===== config.mk =====
export PLATFORM = sky130hd
export DESIGN_NAME = codec_status_seq
export DESIGN_NICKNAME = d
export VERILOG_FILES = /design/src/rtl/codec_stat_pkg.sv /design/src/rtl/aci_timer.sv /design/src/rtl/init_sched.sv /design/src/rtl/codec_status_seq.sv
export SDC_FILE = /design/constraint.sdc
export NUM_CORES = 1
export LEC_CHECK = 0
export BUFFER_PORTS_ARGS = -buffer_cell sky130_fd_sc_hd__buf_2
export CAP_MARGIN = 20
export CORE_MARGIN = 5
export CORE_UTILIZATION = 50
export DETAILED_ROUTE_END_ITERATION = 10
export GPL_ROUTABILITY_DRIVEN = 0
export PLACE_DENSITY_LB_ADDON = 0.15
export SLEW_MARGIN = 20
export SYNTH_ARGS = -nofsm -noshare
export SYNTH_HDL_FRONTEND = slang
export SYNTH_SLANG_ARGS = --single-unit

===== constraint.sdc =====
create_clock -name clk_i -period 1.9 [get_ports clk_i]
set_input_delay 0.38 -clock clk_i [delete_from_list [all_inputs] [get_ports clk_i]]
set_output_delay 0.38 -clock clk_i [all_outputs]
set_load 0.005 [all_outputs]

===== src/rtl/codec_stat_pkg.sv =====
package codec_stat_pkg;
  localparam int unsigned STAT_W = 16;
  localparam logic [3:0] REV_ID = 4'b0001;

  typedef struct packed {
    logic [1:0] rsvd_hi;
    logic       rreq;
    logic       rsvd_12;
    logic [3:0] rev;
    logic [1:0] rsvd_lo;
    logic [1:0] ovr_r;
    logic [1:0] ovr_l;
    logic       aci;
    logic       init;
  } stat_word_t;
endpackage


===== src/rtl/aci_timer.sv =====
module aci_timer #(
  parameter int unsigned LONG_SMP  = 384,
  parameter int unsigned SHORT_SMP = 128
) (
  input  logic clk_i,
  input  logic rst_ni,
  input  logic stb_i,
  input  logic mce_i,
  input  logic acal_i,
  output logic aci_o
);
  localparam int unsigned CNT_W = $clog2(LONG_SMP + 1);

  logic             mce_q;
  logic             aci_q;
  logic [CNT_W-1:0] rem_q;

  always_ff @(posedge clk_i or negedge rst_ni) begin
    if (!rst_ni) begin
      mce_q <= 1'b0;
      aci_q <= 1'b0;
      rem_q <= '0;
    end else if (stb_i) begin
      mce_q <= mce_i;
      if (mce_i) begin
        aci_q <= 1'b0;
        rem_q <= '0;
      end else if (mce_q) begin
        aci_q <= 1'b1;
        rem_q <= acal_i ? CNT_W'(LONG_SMP - 1) : CNT_W'(SHORT_SMP - 1);
      end else if (rem_q != '0) begin
        aci_q <= 1'b1;
        rem_q <= rem_q - 1'b1;
      end else begin
        aci_q <= 1'b0;
      end
    end
  end

  assign aci_o = aci_q;

  p_aci_cancel_r6: assert property (@(posedge clk_i) disable iff (!rst_ni)
    stb_i && mce_i |=> !aci_o);
  p_aci_start_r4: assert property (@(posedge clk_i) disable iff (!rst_ni)
    stb_i && !mce_i && mce_q |=> aci_o);
  p_aci_run_r5: assert property (@(posedge clk_i) disable iff (!rst_ni)
    stb_i && !mce_i && !mce_q && rem_q != '0 |=> aci_o);
  p_aci_hold_r5: assert property (@(posedge clk_i) disable iff (!rst_ni)
    !stb_i |=> $stable(aci_o));
endmodule


===== src/rtl/init_sched.sv =====
module init_sched (
  input  logic clk_i,
  input  logic rst_ni,
  input  logic stb_i,
  input  logic upper_i,
  input  logic rate_chg_i,
  input  logic one_smp_i,
  output logic init_o
);
  logic pend_q;
  logic init_q;

  always_ff @(posedge clk_i or negedge rst_ni) begin
    if (!rst_ni) begin
      pend_q <= 1'b0;
      init_q <= 1'b0;
    end else if (stb_i) begin
      if (pend_q && (one_smp_i || upper_i)) begin
        init_q <= 1'b1;
        pend_q <= 1'b0;
      end else if (rate_chg_i) begin
        pend_q <= 1'b1;
      end
    end
  end

  assign init_o = init_q;

  p_init_src_r7: assert property (@(posedge clk_i) disable iff (!rst_ni)
    stb_i && !pend_q |=> !init_o);
  p_init_half_r8: assert property (@(posedge clk_i) disable iff (!rst_ni)
    stb_i && pend_q && !one_smp_i && !upper_i |=> !init_o);
  p_init_fire_r8: assert property (@(posedge clk_i) disable iff (!rst_ni)
    stb_i && pend_q && (one_smp_i || upper_i) |=> init_o);
endmodule


===== src/rtl/codec_status_seq.sv =====
module codec_status_seq
  import codec_stat_pkg::*;
#(
  parameter int unsigned LONG_SMP  = 384,
  parameter int unsigned SHORT_SMP = 128
) (
  input  logic              clk_i,
  input  logic              rst_ni,
  input  logic              smp_stb_i,
  input  logic              upper_half_i,
  input  logic              mce_i,
  input  logic              acal_i,
  input  logic              rate_chg_i,
  input  logic              one_smp_frame_i,
  input  logic [1:0]        ovr_left_i,
  input  logic [1:0]        ovr_right_i,
  output logic [STAT_W-1:0] stat_word_o,
  output logic              halt_req_o
);
  logic       init_w, aci_w, stb_eff;
  logic [1:0] ovr_l_q, ovr_r_q;
  logic       init_d_q, halt_q;
  stat_word_t word;

  // strobes die once the last valid word is out
  assign stb_eff = smp_stb_i & ~init_w;

  aci_timer #(.LONG_SMP(LONG_SMP), .SHORT_SMP(SHORT_SMP)) i_aci_timer (
    .clk_i (clk_i),
    .rst_ni(rst_ni),
    .stb_i (stb_eff),
    .mce_i (mce_i),
    .acal_i(acal_i),
    .aci_o (aci_w)
  );

  init_sched i_init_sched (
    .clk_i     (clk_i),
    .rst_ni    (rst_ni),
    .stb_i     (stb_eff),
    .upper_i   (upper_half_i),
    .rate_chg_i(rate_chg_i),
    .one_smp_i (one_smp_frame_i),
    .init_o    (init_w)
  );

  always_ff @(posedge clk_i or negedge rst_ni) begin
    if (!rst_ni) begin
      ovr_l_q  <= '0;
      ovr_r_q  <= '0;
      init_d_q <= 1'b0;
      halt_q   <= 1'b0;
    end else begin
      if (stb_eff) begin
        ovr_l_q <= ovr_left_i;
        ovr_r_q <= ovr_right_i;
      end
      init_d_q <= init_w;
      halt_q   <= init_w & ~init_d_q;
    end
  end

  always_comb begin
    word       = '0;
    word.init  = init_w;
    word.aci   = aci_w;
    word.ovr_l = ovr_l_q;
    word.ovr_r = ovr_r_q;
    word.rev   = REV_ID;
  end

  assign stat_word_o = word;
  assign halt_req_o  = halt_q;

  p_halt_pulse_r9: assert property (@(posedge clk_i) disable iff (!rst_ni)
    halt_req_o |=> !halt_req_o);
  p_halt_src_r9: assert property (@(posedge clk_i) disable iff (!rst_ni)
    halt_req_o |-> stat_word_o[0]);
  p_frozen_r10: assert property (@(posedge clk_i) disable iff (!rst_ni)
    stat_word_o[0] |=> $stable(stat_word_o));
endmodule


# After elaboration in Yosys (flattened, before gate mapping)
# Index checks and enable logic that the tools add are counted.
# word_totals
register_bits	19
input_bits	12
output_inout_bits	17
wordCells	31
# op_classes
addsub	1
n_mux	9
bitwise	4
n_reduce_logical	8
# op_table
cell	n
2-to-1 mux 9 bit	4
nonzero test 9 bit	1
subtractor 9 x 1 -> 9 bit, second input constant	1
AND reduction 2 bit	3
2-to-1 mux 1 bit	5
nonzero test 3 bit	1
bitwise AND 1 bit	2
inverter 1 bit	2
nonzero test 2 bit	1
logical AND 1 bit	1
logical OR 1 bit	1

# Depth between registers and ports, before layout
# Gate-level depths: netlist of the first run.
# depth
ltp_word	4
depth_mapped	7

# Cells and area by module
# Synthesis of the first run repeated with hierarchy kept, for this count alone.
# unflattened
hier_cells	103
area_unflattened_um2	1042.2
# modules_own_cells
module	n_inst	cells_each	area_per_inst_um2	seq_area_each_um2
aci_timer	1	70	628.1	275.3
codec_status_seq	1	27	331.6	150.1
init_sched	1	6	82.6	50.0

# Worst setup path before layout of the first run
# OpenSTA, ideal clock, no wires.
# synth_timing
path_kind	register to register
start	register i_aci_timer.rem_q[0]
end	register i_aci_timer.rem_q[8]
setup_ns	0.121
t_arrival_ns	1.474
setup_slack_ns	0.305
stages_incl_launch_ff	7
path_buffers	0
period_less_slack_ns	1.595
path_cell_list	dfrtp_1 -> inv_1 -> ha_1 -> or4b_1 -> o41ai_2 -> o21a_1 -> o21ai_1
# synth_via
elab_chain_cells	4
word_cells_on_any_way	7
classes_between	add/sub (1); mux (3); reduce/logical (3)
# synth_lines
item	line_no	rtl
from (decl)	aci_timer.sv:16	logic [CNT_W-1:0] rem_q;
from (signal assigned)	aci_timer.sv:30	rem_q <= acal_i ? CNT_W'(LONG_SMP - 1) : CNT_W'(SHORT_SMP - 1);
from (signal assigned)	aci_timer.sv:33	rem_q <= rem_q - 1'b1;
subtractor 9 x 1 -> 9 bit	aci_timer.sv:33	
2-to-1 mux 9 bit	aci_timer.sv:31	end else if (rem_q != '0) begin
2-to-1 mux 9 bit	aci_timer.sv:28	end else if (mce_q) begin
2-to-1 mux 9 bit	aci_timer.sv:25	if (mce_i) begin
# Parallel ways exist; a longest one is shown, timed or not. The select of a mux whose other input is x is not followed.
# A chain may end at the register's enable or synchronous reset.

# Worst setup path in the final report of the first run
# layout_timing
start	register i_aci_timer.rem_q[0]
end	register i_aci_timer.rem_q[5]
# The elaborated chain is that of the path after synthesis.

==> results list, run 1 <==
- Outcome: completed
- Hold Vio Cnt, Final: 0
- The first routing iteration left 3 violations.
- After global routing, the most crowded layer is met2.
- Core Rows: 16
- Counting every sink on the clock net gives 19.
* Final Routed Wirelength: 1920 um
- Remaining number of nets flagged by the antenna check after routing: 0
- Terminus of the critical flop-to-flop path: i_aci_timer.rem_q[5]
- Number of setup violations in the final report: 0
- Initial Util: 0.530
- In this run the number of H-tree levels came out at 1.
- Master cell of the clock root buffer: sky130_fd_sc_hd__clkbuf_4
* Fin Clk Skew: 0.00528 ns
* Unique cell type count in the Yosys netlist: 32
- The path class of the tightest hold or removal check is in -> async.
* Core ar.: 1980 um^2
* Clock tree from TritonCTS: yes
- Clock buffer depth: 2
- Met3 Use GR: 0.0302
- Unrepaired setup endpoints after global routing: false
* Kind of capture point of the worst setup path: register
* Path type of the worst setup path: reg -> reg
- Across the run, the number of max-cap violations was 0.
- Number of fill cells: 180
- First-pass GRT wire length: 3410 um
* Wire length per cell: 12.6 um
* Yosys Warn Count: 0
- During I/O placement, the number of pins put on the boundary was 29.
- Of the cells placed in the final design, the portion with a size suffix greater than 1 is 0.248.
- Clock-pin transition on the worst setup and hold timing paths: 0.11 ns
* Share of the clock period used by the worst path: 0.911
* Worst IR Drop VDD: 0.886 mV
- Total negative slack: 0 ns
- RR Startpoint: i_aci_timer.rem_q[0]
- The max-slew violation count was 0.
- The via count of the first global-routing pass was 798.
- Clock tree synthesis inserted a total of 3 buffers.
* FMAX: 578 MHz
- The floorplan step set the die height to 55.8 um.
- For this run, the total global-route usage over all layers was measured as 0.134.
- Met2 Usage GRT: 0.223
- For the worst-skew pair, the clock arrives at the later sink with an insertion delay of 0.29 ns.
* Router iterations before antenna repair: 4
- The worst register-to-register path has a setup slack of 0.17 ns.
- Number of antenna violations at the first check in global routing: 0
- STA classifies the critical path startpoint as a register.
* Quantity of I/O buffers inserted on ports: 18
- Number of cells produced by synthesis: about 110
- The worst path needs 1.73 ns of the cycle, external delays included.
- Total number of nets in the final design: between 100 and 150
- For this run, design rule violations remaining after detail routing come to 0.
- Static Leakage: 0.000583 uW
* Post-layout util: 0.573
* Die extent in x: 55.8 um
- Counting flops and latches in the post-synthesis netlist gives 19.
- Synth Cell Area: 1050 um^2
* Critical path fanouts, max: 9
- Power spread over the standard cell area amounts to 1280 nW/um^2.
* Arr. time, crit path: roughly 1.9 ns
- In this design, the stage delay of the slowest critical-path cell is 0.42 ns.
* Sequential area share after synthesis: 0.453
- Overall die area: 3120 um^2
- Sum of overflow across all layers after global routing: 0
- Overall via count from detail_route: 765
- The slowest stage of the critical path is the sky130_fd_sc_hd__dfrtp_1 cell.
- Post-detailed-route via-to-cell ratio: 5.03
- Entering global routing, the biggest net connects 20 pins.
- For the worst flop-to-flop path, the logic depth is 6.
* Mean area per synthesized cell: slightly below 10 um^2
* Diodes inserted: 0
- CP required: 2.09 ns
- Ordered cell list for the critical path: inv_1 -> ha_1 -> nor4b_4 -> a31o_2 -> a21oi_1 -> a211o_1
- The area growth from synthesis to layout is 8.22%.
- Met1 global-route usage: 0.163
- Detail Placement HPWL: around 1400 um
* Count of buffers added by post-CTS timing repair for setup: 0
==> where the power goes <==
part	leakage, uW	switching [uW]	internal [uW]
clock network	0.0000150	123	81.6
registers	0.000230	173	546
logic	0.000338	263	268
total	0.000583	559	896
==> worst max-delay path: cells and delay by family, from the launching register on <==
family / cells / cell delay (ns)
buf+inv: 1 / 0.07
fa+ha+maj: 1 / 0.19
flops: 1 / 0.42
simple gates: 1 / 0.29
compound gates: 3 / 0.67
==> kinds of logic (layout without fill, tap and decap cells) <==
group | count (synthesis) | in the layout | synth area share
AND/OR/NAND/NOR | 35 | 35 | 0.186
other | 2 | 10 | 0.00715
adder cells (fa/ha/maj) | 1 | 1 | 0.0119
flip-flops | 19 | 19 | 0.453
buffers and inverters | 20 | 29 | 0.122
AO/OA/AOI/OAI | 31 | 31 | 0.221
==> per-layer routing <==
metal,vias up,wire length [um]
met4,0,17
met1,364,893
met3,2,95
li1,382,-
met2,17,915
met5,-,0
==> state kept, by name (all words and copies together) (netlist names) <==
register	cells
i_aci_timer.rem_q	9
ovr_l_q	2
ovr_r_q	2
halt_req_o	1
i_aci_timer.aci_o	1
i_aci_timer.mce_q	1
i_init_sched.init_o	1
i_init_sched.pend_q	1
init_d_q	1
==> how the worst max path moves through the flow <==
stage / start / to / slack, ns / cells past startpoint
floorplan: i_aci_timer.rem_q[0] / i_aci_timer.rem_q[8] / 0.31 / 6
global route: i_aci_timer.rem_q[0] / i_aci_timer.rem_q[5] / 0.04 / 6
finish: i_aci_timer.rem_q[0] / i_aci_timer.rem_q[5] / 0.17 / 6
detailed placement: i_aci_timer.rem_q[0] / i_aci_timer.rem_q[5] / 0.11 / 6
global placement: i_aci_timer.rem_q[0] / i_aci_timer.rem_q[5] / 0.17 / 6
CTS: i_aci_timer.rem_q[0] / i_aci_timer.rem_q[5] / 0.09 / 6
==> stage by stage <==
step	power, uW	hold slack (ns)	cell area, um^2	worst slack, ns	cells
floorplan	1100	0.0844	1080	0.305	116
global placement	1250	0.342	1110	0.170	148
detailed placement	1250	0.351	1110	0.115	148
CTS	1460	0.0186	1140	0.0937	152
global route	1580	0.0285	1140	0.0372	152
finish	1460	0.00513	1140	0.169	152
==> Yosys cell counts, drive strengths merged <==
cell,count,share of area
a211o,1,0.0083
a211oi,2,0.019
a21o,7,0.050
a21oi,8,0.038
a22o,1,0.0083
a31o,2,0.017
a31oi,3,0.018
buf,13,0.097
clkbuf,2,0.0072
conb,2,0.0072
dfrtp,19,0.45
ha,1,0.012
inv,5,0.018
nand2,17,0.061
nand2b,4,0.024
nand3,3,0.014
nor2,2,0.0072
nor2b,2,0.012
nor3,2,0.0095
nor4,1,0.012
nor4b,1,0.023
o21a,1,0.0072
o21ai,4,0.019
o31ai,1,0.020
o41ai,1,0.015
or2,1,0.0060
or3b,1,0.0083
or4b,1,0.0095
==> what timing repair did <==
item,CTS,global route
setup endpoints to repair,0,1
resized for setup,0,1
hold buffers,0,0
==> area by class of cell <==
type                       count  area, um^2  area share
clock buffer                   4        26.3      0.0231
inverter                       5        18.8      0.0165
timing repair buffer          20         105      0.0925
sequential                    19         475       0.419
tap                           27        33.8      0.0297
multi-input combinational     77         477       0.420
==> cells in the final DEF, fill, tap and decap left out, types with 2 or more instances in the layout <==
cell type / synthesis / layout
sky130_fd_sc_hd__clkbuf_4: 0 / 3
sky130_fd_sc_hd__nand3_1: 3 / 3
sky130_fd_sc_hd__a21o_1: 7 / 7
sky130_fd_sc_hd__nand2_1: 17 / 17
sky130_fd_sc_hd__a31o_2: 1 / 2
sky130_fd_sc_hd__inv_1: 5 / 5
sky130_fd_sc_hd__nand2b_1: 4 / 4
sky130_fd_sc_hd__conb_1: 2 / 10
sky130_fd_sc_hd__buf_4: 12 / 2
sky130_fd_sc_hd__dfrtp_1: 19 / 19
sky130_fd_sc_hd__nor3_1: 2 / 2
sky130_fd_sc_hd__nor2_1: 2 / 2
sky130_fd_sc_hd__o21ai_0: 3 / 3
sky130_fd_sc_hd__a21oi_1: 8 / 8
sky130_fd_sc_hd__a31oi_1: 3 / 3
sky130_fd_sc_hd__nor2b_1: 2 / 2
sky130_fd_sc_hd__buf_2: 0 / 18
(Power assumes the default switching activity.)
==> run 2: changes to the inputs <==
--- a/config.mk
+++ b/config.mk
@@ -7,8 +7,11 @@
 export LEC_CHECK = 0
 export BUFFER_PORTS_ARGS = -buffer_cell sky130_fd_sc_hd__buf_2
 export CAP_MARGIN = 20
+export CELL_PAD_IN_SITES_DETAIL_PLACEMENT = 0
+export CELL_PAD_IN_SITES_GLOBAL_PLACEMENT = 1
+export CORE_ASPECT_RATIO = 0.6
 export CORE_MARGIN = 5
-export CORE_UTILIZATION = 50
+export CORE_UTILIZATION = 38
 export DETAILED_ROUTE_END_ITERATION = 10
 export GPL_ROUTABILITY_DRIVEN = 0
 export PLACE_DENSITY_LB_ADDON = 0.15
==> results list, run 2 (synthesis results as in run 1) <==
- Outcome: completed
- The remaining number of nets flagged by the antenna check after routing is 0 (unchanged).
- The data arrival time at the worst-slack endpoint came to 1.91 ns (about the same).
* CP required: 2.04 ns (-0.05 ns)
* Total number of nets in the final design: 140 (+0.72%)
* Total negative slack: 0 ns (unchanged)
- CP Launch Type: register
- The number of CTS-inserted buffers came to 3 (unchanged).
- The worst register-to-register path begins at i_aci_timer.rem_q[0].
- Number of antenna violations at the first check in global routing: 0 (unchanged)
- Maximum number of pins on one net before global-route repair: 20 (unchanged)
- Fin Clk Skew: 0.00234 ns (-0.00294 ns)
* Post-detailed-route via-to-cell ratio: 4.96 (-1.4%)
- Core Rows: 14 (-2)
* Largest register FFs: 9 (unchanged)
- Number of max-slew violations in the final report: 0 (unchanged)
- The endpoint identified for the worst register-to-register timing path is i_aci_timer.rem_q[5].
* Detail Placement HPWL: 1640 um (+15%)
* Diodes inserted: 0 (unchanged)
* Core ar.: 2570 um^2 (+30%)
- Clock tree synthesis selected as its root buffer the cell sky130_fd_sc_hd__clkbuf_8.
* Final Non-Filler Cells: 158 (+3.9%)
* Worst-path cell with the longest stage delay: sky130_fd_sc_hd__dfrtp_1
* Kind of capture point of the worst setup path: register
* Fin crit period: 1.77 ns (+0.0353 ns)
* Number of global-route vias before repair: 766 (-4.0%)
* Number of max-cap violations: 0 (unchanged)
- The width of the die is 77.9 um (+39%).
- Clock tree from TritonCTS: yes
- Detailed Route Iter0 Violations: 44 (+41)
- Total routing usage reported by global routing: 0.119 (-0.0147)
- Initial Util: 0.408 (-0.122)
- The number of instances in the placed design was 154 (+4.1%).
- The path class of the tightest hold or removal check is in -> async.
- Largest incremental delay on the critical path: 0.41 ns (about the same)
* Die Height: 50.7 um (-9.2%)
- The clock latency reported for the late side of the worst-skew pair is 0.25 ns (-0.04 ns).
- The detailed-routing iteration count for the pre-antenna-repair pass was 4 (unchanged).
* Worst-case register-to-register setup slack: 0.13 ns (-0.04 ns)
- Path type of the worst setup path: reg -> reg
- Hold Vio Cnt, Final: 0 (unchanged)
- Clock buffer depth: 2 (unchanged)
- Number of fill cells: 256 (+42%)
- The utilization after layout is 0.454 (-0.119).
* Unrepaired setup endpoints after global routing: false
- The maximum vdd drop came to 0.465 mV (-48%).
- The total wire length was 2180 um (+13%).
* TritonCTS sink count: 19 (unchanged)
* Total of hold buffers inserted after clock tree synthesis: 0 (unchanged)
* Layout cells sized above 1: 0.262 (+0.0139)
* Growth of design area from synthesis to finish: 11.4%
- Detailed-route DRC error count: 0 (unchanged)
* Commonest cells after routing, fill and taps aside: sky130_fd_sc_hd__dfrtp_1, sky130_fd_sc_hd__buf_2, sky130_fd_sc_hd__nand2_1, sky130_fd_sc_hd__conb_1, sky130_fd_sc_hd__a21oi_1
- Leaving out fill and tap cells, the most frequent cell in the layout is sky130_fd_sc_hd__dfrtp_1.
- I/O pin count: 29 (unchanged)
- Number of setup violations in the final report: 0 (unchanged)
- The H-tree depth reported by CTS is 1 (unchanged).
- First-pass GRT wire length: 3740 um (+9.7%)
- The areal power density over the cells was 1340 nW/um^2 (+4.3%).
* Overall via count from detail_route: 784 (+2.5%)
- Share of the clock period used by the worst path: 0.930 (+0.0186)
* Critical path fanouts, max: 9 (unchanged)
- Cell depth of the worst flop-to-flop path: 6 (unchanged)
- The count of buffers from port buffering is 18 (unchanged).
- Wire length per cell: 13.8 um (+8.9%)
- Ordered cell list for the critical path: inv_1 -> ha_1 -> nor4b_4 -> a31o_2 -> a21oi_1 -> a211o_1
* FMAX: 566 MHz (-2.0%)
* Leading registers by flop count: i_aci_timer.rem_q (9), ovr_l_q (2), ovr_r_q (2)
- The leakage power came to 0.000599 uW (+2.7%).
- The clock-pin slew reported for the worst setup and hold paths after clock tree synthesis came to 0.07 ns (-0.04 ns).
* Sum of overflow across all layers after global routing: 0 (unchanged)
- The floorplan die area was 3950 um^2 (+27%).
- More flip-flops sit in one register than any other, and that register is i_aci_timer.rem_q.
[run 2: changes by cell type in the layout (fill, tap and decap cells not counted), sizes merged]
| cell | delta |
|---|---|
| buf | +1 |
| clkbuf | -1 |
| clkinv | +1 |
[run 2: layer usage]
metal	global-route usage	vias to the layer above	routed length, um
met1	0.169	365	1070
met4	0.0200	0	6
met3	0.0518	2	192
met2	0.170	30	904
li1	-	387	-
met5	0	-	0
[run 2: power breakdown]
| group | total [uW] | internal, uW | switching (uW) |
|---|---|---|---|
| registers | 716 | 548 | 169 |
| logic | 566 | 280 | 286 |
| clock network | 281 | 146 | 135 |
| total | 1560 | 973 | 590 |
[run 2: final cells by class]
type | instances | area (um^2) | area share
clock buffers | 3 | 41.3 | 0.0353
multi-input cells | 77 | 477 | 0.407
repair buffers | 21 | 113 | 0.0963
inverters | 5 | 18.8 | 0.0160
well taps | 32 | 40.0 | 0.0342
flip-flops and latches | 19 | 475 | 0.406
clock inverters | 1 | 5.00 | 0.00428
[run 2: through the flow]
| step | hold slack [ns] | power, uW | cell area, um^2 | setup slack, ns |
|---|---|---|---|---|
| 2_1_floorplan | 0.0844 | 1100 | 1080 | 0.305 |
| 5_1_grt | 0.0857 | 1720 | 1170 | 0.00280 |
| 4_1_cts | 0.0639 | 1580 | 1170 | 0.0483 |
| 6_report | 0.0556 | 1560 | 1170 | 0.133 |
| 3_3_place_gp | 0.349 | 1280 | 1120 | 0.167 |
| 3_5_place_dp | 0.352 | 1290 | 1120 | 0.0656 |
[run 2: repair_timing]
action | 4_1_cts | 5_1_grt
resized for setup | 0 | 1
endpoints found under the setup margin | 0 | 1
buffers inserted | 0 | 0
[run 2: how the worst max path moves through the flow]
stage	slack, ns	startpoint	cells after the start	end
after floorplan	0.31	i_aci_timer.rem_q[0]	6	i_aci_timer.rem_q[8]
after global placement	0.17	i_aci_timer.rem_q[0]	6	i_aci_timer.rem_q[5]
after detailed placement	0.07	i_aci_timer.rem_q[0]	6	i_aci_timer.rem_q[5]
after CTS	0.05	i_aci_timer.rem_q[0]	6	i_aci_timer.rem_q[5]
after global routing	0.003	i_aci_timer.rem_q[0]	6	i_aci_timer.rem_q[5]
final	0.13	i_aci_timer.rem_q[0]	6	i_aci_timer.rem_q[5]
[run 2: critical path, delay by kind of cell, from the launching register on]
kind | cells | cell delay, ns
flops | 1 | 0.41
fa+ha+maj | 1 | 0.19
simple gates | 1 | 0.29
buf+inv | 1 | 0.07
compound gates | 3 | 0.69
==> run 3: changes to the inputs <==
--- a/config.mk
+++ b/config.mk
@@ -18,4 +18,5 @@
 export SLEW_MARGIN = 20
 export SYNTH_ARGS = -nofsm -noshare
 export SYNTH_HDL_FRONTEND = slang
+export SYNTH_HIERARCHICAL = 1
 export SYNTH_SLANG_ARGS = --single-unit
==> results list, run 3 <==
* Wire length per cell: 14.0 um (+1.7%)
- The count of hold-fix buffers inserted at cts is 0 (unchanged).
- Most common cell after layout, fill and taps aside: sky130_fd_sc_hd__dfrtp_1
- Post-detailed-route via-to-cell ratio: 4.99 (+0.64%)
- Share of flip-flops with an asynchronous set or reset: 1.00 (unchanged)
- Area of the multi-input gates: 488 um^2 (+2.4%)
* Number of max-cap violations: 0 (unchanged)
* Quantity of I/O buffers inserted on ports: 18 (unchanged)
- The final setup violation count was 0 (unchanged).
* Worst IR Drop VDD: 0.673 mV (+45%)
- Detail Placement HPWL: 1620 um (-1.4%)
- Cell area after placement: 1140 um^2 (+1.8%)
- Number of max-slew violations in the final report: 0 (unchanged)
* CP Launch Type: register
* Detailed Route Iter0 Violations: 26 (-41%)
* Core ar.: 2560 um^2 (-0.68%)
- Post-synth top flop: sky130_fd_sc_hd__dfrtp_1
* FMAX: 548 MHz (-3.2%)
- The synthesis warning total is 6 (+6).
- Terminus of the critical flop-to-flop path: i_aci_timer/rem_q[2]
* Worst-case register-to-register setup slack: 0.07 ns (-0.06 ns)
* Number of antenna violations at the first check in global routing: 0 (unchanged)
- Sequential area share after synthesis: 0.456 (+0.00326)
* Worst setup slack after placement: -0.0462 ns (-0.112 ns)
* Die Height: 50.6 um (-0.29%)
- The clock latency reported for the late side of the worst-skew pair was 0.25 ns (about the same).
- The number of hold violations in the final report is 0 (unchanged).
- Relative slew slack: 0.645
- Cell depth of the worst flop-to-flop path: 6 (unchanged)
- Initial Util: 0.408 (about the same)
- The largest registers in the layout are i_aci_timer/rem_q (9), ovr_l_q (2), ovr_r_q (2).
- The clock-pin slew reported for the worst setup and hold paths after clock tree synthesis was 0.07 ns (about the same).
- The worst setup path is captured at a register.
- Arr. time, crit path: 1.97 ns (+0.06 ns)
- CP required: 2.04 ns (about the same)
* Number of global-route vias before repair: 789 (+3.0%)
* Number of cells produced by synthesis: 103 (-4.6%)
* Maximum number of pins on one net before global-route repair: 20 (unchanged)
- The total power of the final layout was 1880 uW (+20%).
* Share of the clock period used by the worst path: 0.961 (+0.0308)
- Path type of the worst setup path: reg -> reg
* TritonCTS sink count: 19 (unchanged)
* RR Startpoint: i_aci_timer/rem_q[1]
* Synth Cell Area: 1040 um^2 (-0.72%)
- The floorplan die area came to 3920 um^2 (-0.60%).
- I/O pin count: 29 (unchanged)
* Sum of overflow across all layers after global routing: 0 (unchanged)
* Unrepaired setup endpoints after global routing: false
- The setup skew after layout is 0.00251 ns (+0.000167 ns).
* EDFF count, synth: 0 (unchanged)
* Fin crit period: 1.83 ns (+0.0586 ns)
- The mean cell area of the mapped netlist was 10.1 um^2 (+4.1%).
- The number of distinct library cells after synthesis came to 34 (+6.3%).
* Largest register by flop count: i_aci_timer/rem_q
- Power density over the cells: 1550 nW/um^2 (+16%)
- Total routing usage reported by global routing: 0.126 (+0.00660)
- The area growth from synthesis to layout is 16.6%.
- Classification of the worst-slack hold path: in -> async
- Final non-filler cell area: 1210 um^2 (+3.9%)
* Number of fill cells: 268 (+4.7%)
- Core Rows: 14 (unchanged)
- The number of synthesized register bits is 19 (unchanged).
- Top cell type's share of synthesized area: 0.456 (+0.00326)
- By count the netlist is led by sky130_fd_sc_hd__dfrtp_1, sky130_fd_sc_hd__buf_4, sky130_fd_sc_hd__o21ai_0.
* Total negative slack: 0 ns (unchanged)
- The post-detailed-route DRC marker count came to 0 (unchanged).
- Static Leakage: 0.000549 uW (-8.4%)
* Cts bufs inserted: 3 (unchanged)
- Master cell of the clock root buffer: sky130_fd_sc_hd__clkbuf_8
- The first-pass GRT wire length was 3870 um (+3.5%).
- The remaining number of nets flagged by the antenna check after routing is 0 (unchanged).
- Most frequently used cell type in the post-synthesis netlist: sky130_fd_sc_hd__dfrtp_1
- Diodes inserted: 0 (unchanged)
- Dominant cells by area after synthesis: sky130_fd_sc_hd__dfrtp_1, sky130_fd_sc_hd__buf_4, sky130_fd_sc_hd__mux2_4
- Clock buffer depth: 2 (unchanged)
* Transition time of the tightest slew-check pin: 0.527 ns
- The maximum fanout along the worst path is 4 (-5).
- The total wire length came to 2180 um (+0.37%).
- Overall via count from detail_route: 779 (-0.64%)
- The width of the die is 77.6 um (-0.31%).
- The slack of the critical path is 0.0749 ns (-0.0586 ns).
* Router iterations before antenna repair: 4 (unchanged)
- Clock tree from TritonCTS: yes
- Largest register FFs: 9 (unchanged)
- The H-tree depth reported by CTS came to 1 (unchanged).
- The worst hold margin was 0.0543 ns (-0.00138 ns).
- The count of nets after finishing was 138 (-1.4%).
- Cell type contributing the most total cell area after synthesis: sky130_fd_sc_hd__dfrtp_1
- Register area: 475 um^2 (unchanged)
- The flow ran to the end, and the final reports show no timing, DRC or antenna violations.
- The library cells used most frequently in the layout, excluding fill and tap cells, are sky130_fd_sc_hd__dfrtp_1, sky130_fd_sc_hd__buf_2, sky130_fd_sc_hd__o21ai_0, sky130_fd_sc_hd__conb_1.
- The share of final-layout standard cells stronger than drive strength 1 came to 0.331 (+0.0687).
run 3: cell count changes in the layout (fill, tap and decap cells not counted), moves of 2 or more:
| cell | previous run | this run |
|---|---|---|
| sky130_fd_sc_hd__inv_2 | 0 | 2 |
| sky130_fd_sc_hd__inv_1 | 5 | 3 |
| sky130_fd_sc_hd__a31oi_1 | 3 | 0 |
| sky130_fd_sc_hd__o21ai_0 | 3 | 11 |
| sky130_fd_sc_hd__nor4_1 | 0 | 3 |
| sky130_fd_sc_hd__nand2_1 | 17 | 3 |
| sky130_fd_sc_hd__nor2b_1 | 2 | 5 |
| sky130_fd_sc_hd__a21o_1 | 7 | 2 |
| sky130_fd_sc_hd__a21oi_1 | 8 | 3 |
| sky130_fd_sc_hd__nor2_1 | 2 | 4 |
| sky130_fd_sc_hd__buf_4 | 3 | 5 |
| sky130_fd_sc_hd__mux2_4 | 0 | 4 |
run 3: logic make-up (layout without fill, tap and decap cells):
group | Yosys count | in the layout | synth area share
simple gates | 30 | 30 | 0.164
compound gates | 27 | 27 | 0.180
buf+inv | 20 | 33 | 0.122
flops | 19 | 19 | 0.456
mux | 4 | 4 | 0.0576
other cells | 2 | 10 | 0.00721
fa+ha+maj | 1 | 1 | 0.0120
run 3: layout make-up:
class / count / area share
inverter: 5 / 0.0154
clock buffer: 4 / 0.0371
timing repair buffer: 24 / 0.122
tap: 32 / 0.0330
multi-input combinational: 72 / 0.402
sequential: 19 / 0.391
run 3: repair_timing:
action	4_1_cts	5_1_grt
gates resized for setup	3	3
pin swaps	2	1
setup buffers	1	0
endpoints found under the setup margin	6	7
run 3: worst max path at each step:
stage                    startpoint                   end  slack [ns]
2_1_floorplan  i_aci_timer/rem_q[0]  i_aci_timer/rem_q[2]        0.04
3_3_place_gp   i_aci_timer/rem_q[0]  i_aci_timer/rem_q[2]        0.02
3_5_place_dp   i_aci_timer/rem_q[0]  i_aci_timer/rem_q[2]       -0.05
4_1_cts        i_aci_timer/rem_q[0]  i_aci_timer/rem_q[2]        0.01
5_1_grt        i_aci_timer/rem_q[1]  i_aci_timer/rem_q[2]        0.01
6_report       i_aci_timer/rem_q[1]  i_aci_timer/rem_q[2]        0.07
run 3: through the flow:
| stage | cells | utilization |
|---|---|---|
| after floorplan | 111 | - |
| after global placement | 151 | 0.447 |
| after detailed placement | 151 | 0.447 |
| after CTS | 156 | 0.470 |
| after global routing | 156 | 0.475 |
| final | 156 | 0.475 |
run 3: where the power goes:
part           leakage [uW]  internal [uW]  switching (uW)
clock network     0.0000228            149             131
logic              0.000301            444             403
registers          0.000225            592             164
run 3: worst max-delay path: stages, from the launching register on:
cell and delay, ns:
sky130_fd_sc_hd__dfrtp_1 0.39, sky130_fd_sc_hd__inv_2 0.07, sky130_fd_sc_hd__ha_4 0.12, sky130_fd_sc_hd__or4b_4 0.48, sky130_fd_sc_hd__or2_4 0.25, sky130_fd_sc_hd__a21o_1 0.17
sky130_fd_sc_hd__a22o_1 0.22
run 3: metal layers:
layer	share of wire	vias up	track usage
met5	0	-	0
met4	0.0037	0	0.0257
met2	0.44	18	0.194
met3	0.064	2	0.0536
li1	-	383	-
met1	0.49	376	0.166
